===== src/rtl/dack_pkg.sv =====
package dack_pkg;
  localparam int unsigned MODE_BIT  = 17;
  localparam int unsigned LEVEL_BIT = 16;

  typedef struct packed {
    logic ack_wr;  // 1: acknowledge in write phase
    logic ack_hi;  // 1: active-high strobe
  } ack_cfg_t;
endpackage


===== src/rtl/dack_cfg_regs.sv =====
module dack_cfg_regs
  import dack_pkg::*;
#(
  parameter int unsigned NUM_CH     = 4,
  parameter int unsigned NUM_ACK_CH = 2,
  localparam int unsigned CH_W      = $clog2(NUM_CH)
) (
  input  logic            clk_i,
  input  logic            rst_ni,
  input  logic            we_i,
  input  logic [CH_W-1:0] sel_i,
  input  ack_cfg_t        wcfg_i,
  output ack_cfg_t        cfg_o [NUM_CH]
);

  for (genvar ch = 0; ch < NUM_CH; ch++) begin : g_ch
    if (ch < NUM_ACK_CH) begin : g_store
      localparam logic [CH_W-1:0] ID = CH_W'(ch);
      ack_cfg_t cfg_q;

      always_ff @(posedge clk_i or negedge rst_ni) begin
        if (!rst_ni)                     cfg_q <= '0;
        else if (we_i && (sel_i == ID))  cfg_q <= wcfg_i;
      end

      assign cfg_o[ch] = cfg_q;

      p_store_r2: assert property (@(posedge clk_i) disable iff (!rst_ni)
        (we_i && sel_i == ID) |=> (cfg_o[ch] == $past(wcfg_i)));

      p_hold_r2: assert property (@(posedge clk_i) disable iff (!rst_ni)
        !(we_i && sel_i == ID) |=> $stable(cfg_o[ch]));
    end else begin : g_fixed
      assign cfg_o[ch] = '0;
    end
  end

endmodule


===== src/rtl/dack_phase_sel.sv =====
module dack_phase_sel
  import dack_pkg::*;
#(
  parameter int unsigned CH_W  = 2,
  parameter int unsigned CH_ID = 0
) (
  input  logic            clk_i,
  input  logic            rst_ni,
  input  logic [CH_W-1:0] act_ch_i,
  input  logic            dual_i,
  input  logic            rd_i,
  input  logic            wr_i,
  input  ack_cfg_t        cfg_i,
  output logic            dack_o
);

  localparam logic [CH_W-1:0] ID = CH_W'(CH_ID);

  logic mine;
  logic phase_hit;
  logic active;

  assign mine      = dual_i && (act_ch_i == ID);
  assign phase_hit = cfg_i.ack_wr ? wr_i : rd_i;
  assign active    = mine && phase_hit;
  assign dack_o    = cfg_i.ack_hi ? active : ~active;

  p_idle_r8: assert property (@(posedge clk_i) disable iff (!rst_ni)
    (!dual_i || act_ch_i != ID) |-> (dack_o == ~cfg_i.ack_hi));

  p_rd_phase_r5: assert property (@(posedge clk_i) disable iff (!rst_ni)
    (dual_i && act_ch_i == ID && !cfg_i.ack_wr && rd_i) |-> (dack_o == cfg_i.ack_hi));

  p_wr_phase_r6: assert property (@(posedge clk_i) disable iff (!rst_ni)
    (dual_i && act_ch_i == ID && cfg_i.ack_wr && wr_i) |-> (dack_o == cfg_i.ack_hi));

  p_wrong_phase_r7: assert property (@(posedge clk_i) disable iff (!rst_ni)
    (cfg_i.ack_wr ? !wr_i : !rd_i) |-> (dack_o == ~cfg_i.ack_hi));

endmodule


===== src/rtl/dack_gen.sv =====
module dack_gen
  import dack_pkg::*;
#(
  parameter int unsigned NUM_CH     = 4,
  parameter int unsigned NUM_ACK_CH = 2,
  parameter int unsigned DATA_W     = 32,
  localparam int unsigned CH_W      = $clog2(NUM_CH)
) (
  input  logic              clk_i,
  input  logic              rst_ni,
  input  logic              reg_we_i,
  input  logic [CH_W-1:0]   reg_sel_i,
  input  logic [DATA_W-1:0] reg_wdata_i,
  output logic [DATA_W-1:0] reg_rdata_o,
  input  logic [CH_W-1:0]   act_ch_i,
  input  logic              dual_mode_i,
  input  logic              rd_phase_i,
  input  logic              wr_phase_i,
  output logic [NUM_ACK_CH-1:0] dack_o
);

  ack_cfg_t wcfg;
  ack_cfg_t cfg [NUM_CH];
  ack_cfg_t rcfg;
  logic     unused_wdata;

  assign wcfg.ack_wr  = reg_wdata_i[MODE_BIT];
  assign wcfg.ack_hi  = reg_wdata_i[LEVEL_BIT];
  assign unused_wdata = ^reg_wdata_i;

  dack_cfg_regs #(
    .NUM_CH     (NUM_CH),
    .NUM_ACK_CH (NUM_ACK_CH)
  ) u_regs (
    .clk_i  (clk_i),
    .rst_ni (rst_ni),
    .we_i   (reg_we_i),
    .sel_i  (reg_sel_i),
    .wcfg_i (wcfg),
    .cfg_o  (cfg)
  );

  assign rcfg = cfg[reg_sel_i];

  always_comb begin
    reg_rdata_o            = '0;
    reg_rdata_o[MODE_BIT]  = rcfg.ack_wr;
    reg_rdata_o[LEVEL_BIT] = rcfg.ack_hi;
  end

  for (genvar ch = 0; ch < NUM_ACK_CH; ch++) begin : g_ack
    dack_phase_sel #(
      .CH_W  (CH_W),
      .CH_ID (ch)
    ) u_sel (
      .clk_i    (clk_i),
      .rst_ni   (rst_ni),
      .act_ch_i (act_ch_i),
      .dual_i   (dual_mode_i),
      .rd_i     (rd_phase_i),
      .wr_i     (wr_phase_i),
      .cfg_i    (cfg[ch]),
      .dack_o   (dack_o[ch])
    );
  end

  p_fixed_read_r3: assert property (@(posedge clk_i) disable iff (!rst_ni)
    (int'(reg_sel_i) >= NUM_ACK_CH) |-> (reg_rdata_o == '0));

  p_other_bits_r4: assert property (@(posedge clk_i) disable iff (!rst_ni)
    ((reg_rdata_o & ~((DATA_W'(1) << MODE_BIT) | (DATA_W'(1) << LEVEL_BIT))) == '0));

  p_level_next_r9: assert property (@(posedge clk_i) disable iff (!rst_ni)
    (reg_we_i && int'(reg_sel_i) < NUM_ACK_CH && !dual_mode_i)
      |=> (dack_o[$past(reg_sel_i)] == ~$past(reg_wdata_i[LEVEL_BIT])));

endmodule


===== config.mk =====
export PLATFORM = sky130hd
export DESIGN_NAME = dack_gen
export DESIGN_NICKNAME = d
export VERILOG_FILES = /design/src/rtl/dack_pkg.sv /design/src/rtl/dack_cfg_regs.sv /design/src/rtl/dack_phase_sel.sv /design/src/rtl/dack_gen.sv
export SDC_FILE = /design/constraint.sdc
export NUM_CORES = 1
export LEC_CHECK = 0
export BUFFER_PORTS_ARGS = -buffer_cell sky130_fd_sc_hd__buf_2
export CORE_UTILIZATION = 30
export CTS_BUF_LIST = sky130_fd_sc_hd__clkbuf_8
export CTS_CLUSTER_SIZE = 25
export DETAILED_ROUTE_END_ITERATION = 8
export PLACE_DENSITY = 0.82
export SETUP_SLACK_MARGIN = 0.4
export SYNTH_ARGS = -nofsm -noshare
export SYNTH_HDL_FRONTEND = slang
export SYNTH_SLANG_ARGS = --single-unit

===== constraint.sdc =====
create_clock -name clk_i -period 1.25 [get_ports clk_i]
set_input_delay 0.125 -clock clk_i [delete_from_list [all_inputs] [get_ports clk_i]]
set_output_delay 0.125 -clock clk_i [all_outputs]
set_load 0.01 [all_outputs]

==> results.toml <==
[floorplanning]
fp.coreArea_um2 = 1540
rows = 14
io_pins = 76
start_util_pct = 32.5
die_w_um = 42.9
die_y_um = 42.9
die-area_um2 = 1840

[logic_synthesis]
synthAdderAreaFrac_pct = 0
synthMuxAreaShare_pct = 17.0
yosysWarnings = 0
synthCells = 53
synth_compound_area_share_pct = 0
syn_area_um2 = 502
synthDistinctLibCells = 12
yosysSeqAreaShare_pct = 20.0
synth-simple-area-share_pct = 11.0
synth.ff_latch_count = 4
synth_top_family_by_area = "buffers and inverters"
syn_area_per_cell_um2 = 9.47
synth-xor-area-share_pct = 3.49

[setup_path]
slowest_stage = "dfrtp_1"
endpoint_kind = "output pin"
path_cells = "mux2i_1 -> nor4b_2 -> xnor2_1 -> buf_2"
path_max_fanout = 3
max_stage_delay_ns = 0.39
setup.worst_path.start_class = "register"
crit_arrival_ns = 1.27
critical_path_class = "reg -> out"
required_ns = 1.12
r2r_setup_slack_ns = 0.37

[clock_network]
cts_tree = "done"
cts_buffer_depth = 2
h-tree-depth = 1
clock-root-buffer = "clkbuf_8"
clk_pin_slew_ns = 0.03
cts-buffers-inserted = 3
clock_latency_ns = 0.21
clock_sinks = 4

[job]
maxCapViolations = 0

[drt]
vias = 295
post_drt_wl_per_cell_um = 7.19
routed_wl_um = 618
drt_iter0_markers = 4
drc_errors = 0
first_pass_iters = 4
avgViaCountPerCell = 3.43
antenna_left = 0

[placement]
pre_cts_slack_ns = 0.0677
placed_area_um2 = 465
place_hpwl_um = 542
io_buffer_count = 15
gp_congestion = 0.667

[pwr]
powerDensity_nw_per_um2 = 1180
irDropWorstVdd_uv = 390
power_leakage_nw = 0.301
power.total_mw = 0.628

[sta]
grt_setup_unrepaired = "true"
slew_violations = 0
fin_crit_ns = 1.40
clock_skew_ns = 0
fmax_mhz = 715
finalWorstSetupSlack_ns = -0.148
min_period_over_period_pct = 112
tns_ns = -0.254
setup_viol = 2
hold_violations = 0

[global_route]
antenna_found_initial = 0
grt_pass1_wl_um = 938
grtUsageTotal_pct = 7.55
grt_max_degree = 5
grt_pass1_vias = 237
overflow = 0

[final_layout]
syn_to_final_growth_pct = 5.99
drive_gt1_share_pct = 32.9
largest_reg_flops = 4
nets = 114
diodes = 0
postLayoutCellArea_um2 = 532
utilization_pct = 34.5

[hold_path]
hold_class = "in -> reg"

[status]
violations = "setup timing"
status = "complete, but fails checks"
-- area by class of cell --
| type | count | area (um^2) |
|---|---|---|
| Fill cell | 156 | 1010 |
| Multi-Input combinational cell | 46 | 274 |
| Clock buffer | 3 | 41.3 |
| Timing Repair Buffer | 17 | 96.3 |
| Sequential cell | 4 | 100 |
| Tap cell | 16 | 20.0 |
-- cells in the final DEF (no fill, tap or decap) --
cell type / count
and4bb_1: 1
buf_2: 15
buf_6: 1
clkbuf_8: 3
conb_1: 30
dfrtp_1: 4
dlygate4sd3_1: 1
mux2_1: 2
mux2_2: 1
mux2_4: 1
mux2i_1: 4
nand3b_1: 1
nor2_1: 2
nor3b_2: 1
nor4b_2: 1
xnor2_1: 2
-- Yosys cell counts --
library cell | count | area [um^2]
and4bb_1 | 1 | 12.5
buf_4 | 32 | 240
conb_1 | 1 | 3.75
dfrtp_1 | 4 | 100
mux2_1 | 3 | 33.8
mux2_2 | 1 | 11.3
mux2i_1 | 4 | 40.0
nand3b_1 | 1 | 7.51
nor2_1 | 2 | 7.51
nor3b_2 | 1 | 12.5
nor4b_2 | 1 | 15.0
xnor2_1 | 2 | 17.5
-- routing by layer --
metal	track usage, %	up-vias	share of wire (%)
met3	2.55	2	11
met2	12.1	25	55
met4	9.38	0	1.8
met5	0	-	0
li1	-	146	-
met1	6.51	122	32
-- cells by family after synthesis --
logic type	count (synthesis)
XOR/XNOR	2
buffers and inverters	32
flip-flops	4
multiplexers	8
other	1
AND/OR/NAND/NOR	6
-- worst max-delay path, delay by kind of cell, from the launching register on --
family                 cells  cell delay (ns)
AND/OR/NAND/NOR            1             0.25
multiplexers               1             0.14
flip-flops                 1             0.39
buffers and inverters      1             0.14
XOR/XNOR                   1             0.14
-- power by group --
group	switching [mW]	internal, mW
Clock	0.0590	0.205
Combinational	0.0960	0.0903
Sequential	0.0230	0.155
-- stage by stage --
stage	hold slack, ns	instances
floorplan	-0.171	82
global placement	-0.0700	81
detailed placement	-0.0713	81
CTS	0.150	86
global route	0.169	86
finish	0.151	86
-- what timing repair did --
item,4_1_cts,5_1_grt
setup buffers,1,0
endpoints found under the setup margin,4,5
pin swaps,0,1
gates resized for setup,0,2
endpoints found under the hold margin,4,0
hold buffers,1,0
-- worst paths after layout --
| check | from | to | depth (start not counted) |
|---|---|---|---|
| worst max-delay path | u_regs.cfg_o[7] | dack_o[0] | 4 |
| worst min-delay path | reg_wdata_i[16] | u_regs.cfg_o[4] | 2 |
| worst max register to register | u_regs.cfg_o[5] | u_regs.cfg_o[5] | 2 |
| worst min register to register | u_regs.cfg_o[7] | u_regs.cfg_o[7] | 1 |
| max in group asynchronous | rst_ni | u_regs.cfg_o[4] | 2 |
| min in group asynchronous | rst_ni | u_regs.cfg_o[7] | 2 |
No activity file was read; power rests on OpenSTA's default activity.
